## config.mk

```make
export PLATFORM = sky130hd
export DESIGN_NAME = parcel_seq
export DESIGN_NICKNAME = d
export VERILOG_FILES = /design/src/rtl/parcel_seq_pkg.sv /design/src/rtl/parcel_decode.sv /design/src/rtl/parcel_ctrl.sv /design/src/rtl/parcel_seq.sv
export SDC_FILE = /design/constraint.sdc
export NUM_CORES = 1
export LEC_CHECK = 0
export ABC_AREA = 1
export BUFFER_PORTS_ARGS = -buffer_cell sky130_fd_sc_hd__buf_2
export CORE_UTILIZATION = 41
export CTS_CLUSTER_SIZE = 20
export DETAILED_ROUTE_END_ITERATION = 10
export PLACE_DENSITY = 0.76
export SLEW_MARGIN = 10
export SYNTH_ARGS = -nofsm -noshare
export SYNTH_HDL_FRONTEND = slang
export SYNTH_SLANG_ARGS = --single-unit
```

## constraint.sdc

```tcl
create_clock -name clk_i -period 3.6 [get_ports clk_i]
set_input_delay 0.18 -clock clk_i [delete_from_list [all_inputs] [get_ports clk_i]]
set_output_delay 0.18 -clock clk_i [all_outputs]
set_load 0.05 [all_outputs]
```

## src/rtl/parcel_seq_pkg.sv

```systemverilog
package parcel_seq_pkg;
  typedef enum logic {
    LEN_SHORT = 1'b0,
    LEN_LONG  = 1'b1
  } len_e;
endpackage

```

## src/rtl/parcel_decode.sv

```systemverilog
module parcel_decode
  import parcel_seq_pkg::*;
#(
  parameter int PARCEL_W = 15,
  parameter int PARCELS  = 4,
  parameter int OP_W     = 6,
  parameter int REG_W    = 3,
  parameter logic [(1<<OP_W)-1:0] LONG_OP_MASK = 64'h00FF_0000_0000_00F0,
  parameter int IDX_W    = $clog2(PARCELS)
) (
  input  logic [PARCEL_W*PARCELS-1:0]          word_i,
  input  logic [IDX_W-1:0]                     idx_i,
  output logic [OP_W-1:0]                      op_o,
  output logic [REG_W-1:0]                     rd_o,
  output logic [REG_W-1:0]                     ra_o,
  output logic [REG_W-1:0]                     rb_o,
  output logic [2*PARCEL_W-OP_W-2*REG_W-1:0]   imm_o,
  output len_e                                 len_o
);
  localparam int WORD_W = PARCEL_W * PARCELS;
  localparam int IMM_W  = 2 * PARCEL_W - OP_W - 2 * REG_W;

  logic [PARCEL_W-1:0]   parcel [PARCELS+1];
  logic [PARCEL_W-1:0]   cur, nxt;
  logic [2*PARCEL_W-1:0] long_w;
  logic [IDX_W:0]        cur_idx, nxt_idx;

  // slot PARCELS is a zero pad so a last-slot lookahead stays in range
  for (genvar k = 0; k < PARCELS; k++) begin : g_slot
    assign parcel[k] = word_i[WORD_W-1-k*PARCEL_W -: PARCEL_W];
  end
  assign parcel[PARCELS] = '0;

  assign cur_idx = {1'b0, idx_i};
  assign nxt_idx = cur_idx + 1'b1;
  assign cur     = parcel[cur_idx];
  assign nxt     = parcel[nxt_idx];
  assign long_w  = {cur, nxt};

  assign op_o  = cur[PARCEL_W-1 -: OP_W];
  assign len_o = LONG_OP_MASK[op_o] ? LEN_LONG : LEN_SHORT;
  assign rd_o  = cur[PARCEL_W-OP_W-1 -: REG_W];
  assign ra_o  = cur[PARCEL_W-OP_W-REG_W-1 -: REG_W];

  always_comb begin
    if (len_o == LEN_LONG) begin
      rb_o  = '0;
      imm_o = long_w[IMM_W-1:0];
    end else begin
      rb_o  = cur[REG_W-1:0];
      imm_o = '0;
    end
  end
endmodule

```

## src/rtl/parcel_ctrl.sv

```systemverilog
module parcel_ctrl
  import parcel_seq_pkg::*;
#(
  parameter int PARCELS = 4,
  parameter int WORD_W  = 60,
  parameter int IDX_W   = $clog2(PARCELS)
) (
  input  logic              clk_i,
  input  logic              rst_ni,
  input  logic              word_valid_i,
  input  logic [WORD_W-1:0] word_i,
  input  logic              instr_ready_i,
  input  len_e              len_i,
  output logic [WORD_W-1:0] word_q_o,
  output logic [IDX_W-1:0]  idx_q_o,
  output logic              word_ready_o,
  output logic              instr_valid_o,
  output logic              drop_o
);
  localparam logic [IDX_W-1:0] LAST_IDX = IDX_W'(PARCELS - 1);
  localparam logic [IDX_W:0]   END_POS  = (IDX_W+1)'(PARCELS);

  logic              have_q;
  logic [WORD_W-1:0] word_q;
  logic [IDX_W-1:0]  idx_q;
  logic [IDX_W:0]    span, nxt_pos;
  logic              fire, done, load;

  assign span    = (len_i == LEN_LONG) ? (IDX_W+1)'(2) : (IDX_W+1)'(1);
  assign nxt_pos = {1'b0, idx_q} + span;

  // long opcode with no room left in the word: discard and realign
  assign drop_o        = have_q && (len_i == LEN_LONG) && (idx_q == LAST_IDX);
  assign instr_valid_o = have_q && !drop_o;
  assign fire          = instr_valid_o && instr_ready_i;
  assign done          = drop_o || (fire && (nxt_pos >= END_POS));
  assign word_ready_o  = !have_q || done;
  assign load          = word_valid_i && word_ready_o;

  always_ff @(posedge clk_i or negedge rst_ni) begin
    if (!rst_ni) begin
      have_q <= 1'b0;
      word_q <= '0;
      idx_q  <= '0;
    end else if (load) begin
      have_q <= 1'b1;
      word_q <= word_i;
      idx_q  <= '0;
    end else if (done) begin
      have_q <= 1'b0;
    end else if (fire) begin
      idx_q  <= nxt_pos[IDX_W-1:0];
    end
  end

  assign word_q_o = word_q;
  assign idx_q_o  = idx_q;
endmodule

```

## src/rtl/parcel_seq.sv

```systemverilog
module parcel_seq
  import parcel_seq_pkg::*;
#(
  parameter int PARCEL_W = 15,
  parameter int PARCELS  = 4,
  parameter int OP_W     = 6,
  parameter int REG_W    = 3,
  parameter logic [(1<<OP_W)-1:0] LONG_OP_MASK = 64'h00FF_0000_0000_00F0
) (
  input  logic                                 clk_i,
  input  logic                                 rst_ni,
  input  logic                                 word_valid_i,
  input  logic [PARCEL_W*PARCELS-1:0]          word_i,
  output logic                                 word_ready_o,
  output logic                                 instr_valid_o,
  input  logic                                 instr_ready_i,
  output logic [OP_W-1:0]                      op_o,
  output logic [REG_W-1:0]                     rd_o,
  output logic [REG_W-1:0]                     ra_o,
  output logic [REG_W-1:0]                     rb_o,
  output logic [2*PARCEL_W-OP_W-2*REG_W-1:0]   imm_o,
  output logic                                 long_o,
  output logic                                 align_err_o
);
  localparam int WORD_W = PARCEL_W * PARCELS;
  localparam int IDX_W  = $clog2(PARCELS);

  logic [WORD_W-1:0] word_q;
  logic [IDX_W-1:0]  idx_q;
  len_e              len;

  parcel_decode #(
    .PARCEL_W(PARCEL_W), .PARCELS(PARCELS), .OP_W(OP_W), .REG_W(REG_W),
    .LONG_OP_MASK(LONG_OP_MASK), .IDX_W(IDX_W)
  ) i_decode (
    .word_i(word_q), .idx_i(idx_q), .op_o(op_o), .rd_o(rd_o), .ra_o(ra_o),
    .rb_o(rb_o), .imm_o(imm_o), .len_o(len)
  );

  parcel_ctrl #(
    .PARCELS(PARCELS), .WORD_W(WORD_W), .IDX_W(IDX_W)
  ) i_ctrl (
    .clk_i(clk_i), .rst_ni(rst_ni), .word_valid_i(word_valid_i),
    .word_i(word_i), .instr_ready_i(instr_ready_i), .len_i(len),
    .word_q_o(word_q), .idx_q_o(idx_q), .word_ready_o(word_ready_o),
    .instr_valid_o(instr_valid_o), .drop_o(align_err_o)
  );

  assign long_o = (len == LEN_LONG);
endmodule

```

# Word level (Yosys, flattened, before mapping)
# Memories as Yosys holds them, arrays and structs flattened.
# Index checks and enable logic that the tools add are counted.
dict set report classes {
  n_addsub 2
  n_mul 0
  div 0
  order_cmp 4
  eq_ne 2
  shifts 0
  n_mux 16
  n_bitwise 2
  n_reduce_logical 13
}
# cell count
set op_table {}
lappend op_table {{15-bit binary-select mux with 3-bit select} 2}
lappend op_table {{15-bit 2-to-1 mux} 4}
lappend op_table {{18-bit 2-to-1 mux} 1}
lappend op_table {{4-bit >= comparator (second input constant)} 2}
lappend op_table {{2-bit 2-to-1 mux} 4}
lappend op_table {{6-bit by 7-bit < comparator with 1-bit output (second input constant)} 1}
lappend op_table {{1-bit logical AND} 6}
lappend op_table {{1-bit 2-to-1 mux} 4}
lappend op_table {{2-bit NOT with 4-bit output} 1}
lappend op_table {{3-bit NOT with 4-bit output} 1}
lappend op_table {{2-bit nonzero test} 2}
lappend op_table {{2-bit by 1-bit adder with 3-bit output (second input constant)} 1}
lappend op_table {{2-bit by 3-bit adder with 3-bit output} 1}
lappend op_table {{3-bit >= comparator (second input constant)} 1}
lappend op_table {{3-bit 2-to-1 mux} 1}
lappend op_table {{2-bit == test (second input constant)} 1}
lappend op_table {{1-bit logical NOT} 2}
lappend op_table {{1-bit logical OR} 2}
lappend op_table {{2-bit != test (second input constant)} 1}
lappend op_table {{2-bit AND reduction} 1}
dict set report totals {
  ff_bits 63
  latch_bits 0
  ramBits 0
  romBits 64
  input_bits 64
  elab_cells 43
  n_memories 1
}
# memory words word_bits read_ports rd_ports_with_merged_regs wr line
set memory_table {}
lappend memory_table {{(name not given)} 64 1 1 0 0 parcel_decode.sv:41} ;# assign len_o = LONG_OP_MASK[op_o] ? LEN_LONG : LEN_SHORT;

# Depth between registers and ports, before layout
dict set report depth {
  ltp_word 18
  ltp_mapped 19
  ltp_nobuf 16
}

# Cells and area by module
# Synthesis repeated with hierarchy kept, for this count alone.
dict set report unflattened {
  cells_unflattened 527
  hier_area_um2 4476.8
}
# module instances cells_each area_per_inst_um2 seq_area_each_um2
set by_module_without_submodules {}
lappend by_module_without_submodules {parcel_ctrl 1 290 3263.1 1576.5}
lappend by_module_without_submodules {parcel_decode 1 237 1213.7 0.0}

# Least setup slack after synthesis
# No wires, ideal clock.
dict set report synth_timing {
  path_type {flip-flop to output port}
  from {register i_ctrl.idx_q[0], in the netlist i_ctrl.idx_q_o[0]}
  to {output port imm_o[11]}
  t_arrival_ns 2.850
  slack_ns 0.570
  path_stages_with_launch 12
  path_cell_list {dfrtp_1 -> buf_6 -> buf_6 -> nand2_1 -> nand3_1 -> nand2_1 -> nand2_1 -> nand2_2 -> nand2_2 -> or2_1 -> buf_6 -> nor3_1}
}
dict set report synth_via {
  elab_chain_cells 8
  word_cells_on_any_way 13
  classes_between {1 x add/sub; 9 x mux; 2 x bitwise; 1 x memory}
}
# element line
set synth_lines {}
lappend synth_lines {{from (decl)} parcel_ctrl.sv:25} ;# logic [IDX_W-1:0] idx_q;
lappend synth_lines {{from (signal assigned)} parcel_ctrl.sv:52} ;# idx_q <= nxt_pos[IDX_W-1:0];
lappend synth_lines {{2-bit NOT with 4-bit output (implied by the code)} parcel_decode.sv:36} ;# assign cur = parcel[cur_idx];
lappend synth_lines {{15-bit binary-select mux with 3-bit select} parcel_decode.sv:36}
lappend synth_lines {{15-bit 2-to-1 mux (implied by the code) (2 in a row)} parcel_decode.sv:36}
lappend synth_lines {{net op_o[2]} parcel_seq.sv:17} ;# output logic [OP_W-1:0] op_o,
lappend synth_lines {{memory 64 x 1 bit} --}
lappend synth_lines {{1-bit 2-to-1 mux (implied by the code)} parcel_decode.sv:41}
lappend synth_lines {{1-bit 2-to-1 mux} parcel_decode.sv:41}
lappend synth_lines {{18-bit 2-to-1 mux} parcel_decode.sv:46} ;# if (len_o == LEN_LONG) begin
lappend synth_lines {{to (decl)} parcel_seq.sv:21} ;# output logic [2*PARCEL_W-OP_W-2*REG_W-1:0] imm_o,
# The timed path passes the listed nets, and every way through them passes these cells. The select of a mux whose other input is x is not followed.

# Final worst setup path
dict set report layout_timing {
  from {register i_ctrl.idx_q[0], in the netlist i_ctrl.idx_q_o[0]}
  to {output port word_ready_o}
}
dict set report layout_via {
  elab_chain_cells 15
  word_cells_on_any_way 19
  classes_between {1 x add/sub; 1 x order compare; 1 x eq/ne; 6 x mux; 1 x bitwise; 8 x reduce/logical; 1 x memory}
}
# element line
set layout_lines {}
lappend layout_lines {{branches (longest 13 deep; another with 2-bit by 3-bit adder with 3-bit output)} --}
lappend layout_lines {{1-bit logical OR *} parcel_ctrl.sv:36} ;# assign done = drop_o || (fire && (nxt_pos >= END_POS));
lappend layout_lines {{1-bit logical OR *} parcel_ctrl.sv:37} ;# assign word_ready_o = !have_q || done;
lappend layout_lines {{to (decl)} parcel_seq.sv:14} ;# output logic word_ready_o,
# Every way passes the cells marked *. The select of a mux whose other input is x is not followed.

==> run summary <==
Status = finished clean
Routed vias/inst = 5.372
Synth warn = 0
Crit path launch type = register
Levels on crit path = 14
Worst skew pair latency = 0.35 ns
CP Buf/Inv Count = 5
Data required time of the critical path = 3.42 ns
Syn Area/Cell = 7.384 µm²
Crit-path max cell delay = 0.54 ns
CTS tree = done
Filler instances = 890
DRT iter0 DRCs = 328
Slew headroom = 24.90%
Seq/Total Area, Yosys = 42.11%
CP max FO = 32
Fmax = 0.2980 GHz
Avg WL per Cell = 15.57 µm
CP Capture Type = primary output
Synth Instances = 507
Clock sink count = 63
M3 GR Usage = 5.396%
Die area = 9517 µm²
Top post-synthesis cells by area = dfrtp_1, nand2_1, nand3_1
Vias in the first global route = 3416
# DRC = 0
Layout overhead on the synthesized area = 19.42%
Final Util = 51.01%
Final Skew = 0.01246 ns
Die Y = 97.56 µm
Most common cell in the synthesized netlist = nand2_1
R2R Setup Slk = 0.41 ns
Share of cells above drive strength 1 = 24.45%
DRT Pass-1 Iters = 6
Row cnt = 34
Period minus WS final = 3.356 ns
Detailed-route via count = 3766
Slowest CP cell = dfrtp_2
Slew Viols, Final = 0
Total CTS buffers = 9
Final Cycle Share = 93.23%
Top-area cell type share of the netlist area = 42.11%
Max-Cap Viols = 0
Final nets = 655
Setup crit end = word_ready_o
Synth Register Bits = 63
Met1 Resource Use GR = 33.50%
Initial core utilization = 42.72%
Final setup fails = 0
Chip width = 97.56 µm
Fraction of registers with async set/reset = 100.0%
Post-synth EDFFs = 0
DP HPWL = 7.330 mm
Total Neg Setup Slack = 0 ns
Largest net degree at the start of global routing = 64
Final wirelength = 10.91 mm
CTS clock-pin slew for the worst setup and hold paths = 0.08 ns
Io pins = 101
Routed Antenna Nets = 0
Critical Path Source = i_ctrl.idx_q_o[0]$_DFFE_PN0P_
Initial antenna violation count = 0
CTS root buf = clkbuf_8
Gpl congestion = 0.8734
Hold Crit Class = input pin to register
Cell variety after synth = 27
CP delay by family, top = simple AND/OR/NAND/NOR gates
Diode count = 0
Mapped Area = 3744 µm²
Synth Flop Type = dfrtp_1
Post-CTS setup buffer count = 0
Worst Max-Slew Pin Slew = 1.127 ns
Port Buf Inserts = 100
Final hold vios = 0
Most used routing layer = met1
RSZ-0062 raised after global routing = false
H-Tree Depth = 3
Core Area = 8763 µm²
FF-to-FF Start = i_ctrl.idx_q_o[0]$_DFFE_PN0P_
Met2 Resource Use GR = 31.90%
R2R depth = 16
Synth area leader = dfrtp_1
Top cells by count, synth = nand2_1, nand3_1, dfrtp_1
FF-to-FF End = i_ctrl.word_q_o[45]$_DFFE_PN0P_
Global-route wire length before repair = 17.06 mm
Clock Path Buffers = 2
Worst-path cell chain = inv_6 -> nand2_1 -> nand3_1 -> nand2_1 -> inv_1 -> nand2_2 -> nand2_2 -> ha_1 -> inv_1 -> fa_1 -> inv_1 -> nand2_1 -> nand3_4 -> buf_2
Total nets after synthesis = 574
CP Class = register to primary output
GRT overflow = 0
Worst EP arrival = 3.18 ns
Tot GR Track Use = 22.55%
[sequential cells by signal, summed over array words and instances, names as in the netlist]
name / flops
i_ctrl.have_q: 1
i_ctrl.idx_q_o: 2
i_ctrl.word_q_o: 60
[worst register-to-register path, stage by stage (launching register included)]
cell and delay (ns):
dfrtp_2 0.54, inv_6 0.25, nand2_1 0.09, nand3_1 0.07, nand2_1 0.15, inv_1 0.10, nand2_2 0.07, nand2_2 0.15
ha_1 0.17, inv_1 0.05, fa_1 0.37, inv_1 0.06, nand2_1 0.13, nand3_4 0.30, buf_4 0.36, nand3_1 0.15
nand2_1 0.12
[placed cells by master (no fill, tap or decap), drive strengths merged, types with 8 or more instances in the layout]
cell type / netlist / final
nor2: 40 / 40
a21oi: 19 / 19
clkbuf: 19 / 10
nand2: 197 / 197
dfrtp: 63 / 63
inv: 23 / 23
a32o: 15 / 15
o21ai: 19 / 19
buf: 21 / 108
nand3: 71 / 72
o22ai: 8 / 8
[through the flow]
step / instance area (µm²) / setup WS [ns] / std cells / hold WS, ns
after floorplan: 3744 / 0.5698 / 507 / -0.1156
after global placement: 4223 / 0.2485 / 683 / 0.2980
after detailed placement: 4223 / 0.2002 / 683 / 0.3138
after CTS: 4446 / 0.1855 / 700 / 0.05770
after global routing: 4471 / 0.05270 / 701 / 0.07171
final: 4471 / 0.2438 / 701 / 0.05691
[area by class of cell]
class,count,area (µm²),share of cell area (%)
flip-flops and latches,63,1578,35.29
inverters,23,91.34,2.043
clock buffers,10,127.6,2.855
repair buffers,109,574.3,12.85
multi-input cells,382,1879,42.04
clock inverters,6,85.08,1.903
well taps,108,135.1,3.023
[how the worst min path moves through the flow]
stage | cells after the start | slack, ns | from | endpoint
6_report | 3 | 0.06 | word_i[9] | i_ctrl.word_q_o[9]$_DFFE_PN0P_
5_1_grt | 3 | 0.07 | word_i[47] | i_ctrl.word_q_o[47]$_DFFE_PN0P_
4_1_cts | 3 | 0.06 | word_i[6] | i_ctrl.word_q_o[6]$_DFFE_PN0P_
3_5_place_dp | 1 | 0.31 | rst_ni | i_ctrl.word_q_o[54]$_DFFE_PN0P_
3_3_place_gp | 1 | 0.30 | rst_ni | i_ctrl.word_q_o[38]$_DFFE_PN0P_
2_1_floorplan | 0 | -0.12 | rst_ni | i_ctrl.have_q$_DFFE_PN0P_
[cell families after synthesis]
family | Yosys count | share of synthesized area, %
adder cells (fa/ha/maj) | 3 | 1.203
AND/OR/NAND/NOR | 314 | 37.17
flip-flops | 63 | 42.11
AO/OA/AOI/OAI | 64 | 11.33
buffers and inverters | 63 | 8.188
[what timing repair did]
item | CTS | global route
endpoints found under the setup margin | 0 | 64
endpoints found under the hold margin | 33 | 0
gates resized for setup | 0 | 3
hold buffers | 1 | 0
[layer usage]
metal | vias up | part of all wire [%]
met1 | 1752 | 46
li1 | 1824 | -
met2 | 166 | 43
met4 | 0 | 2.7
met3 | 24 | 8.6
met5 | - | 0
Power is not shown: default switching activity piles up to over one toggle a cycle in this logic, so the estimate is an artifact.
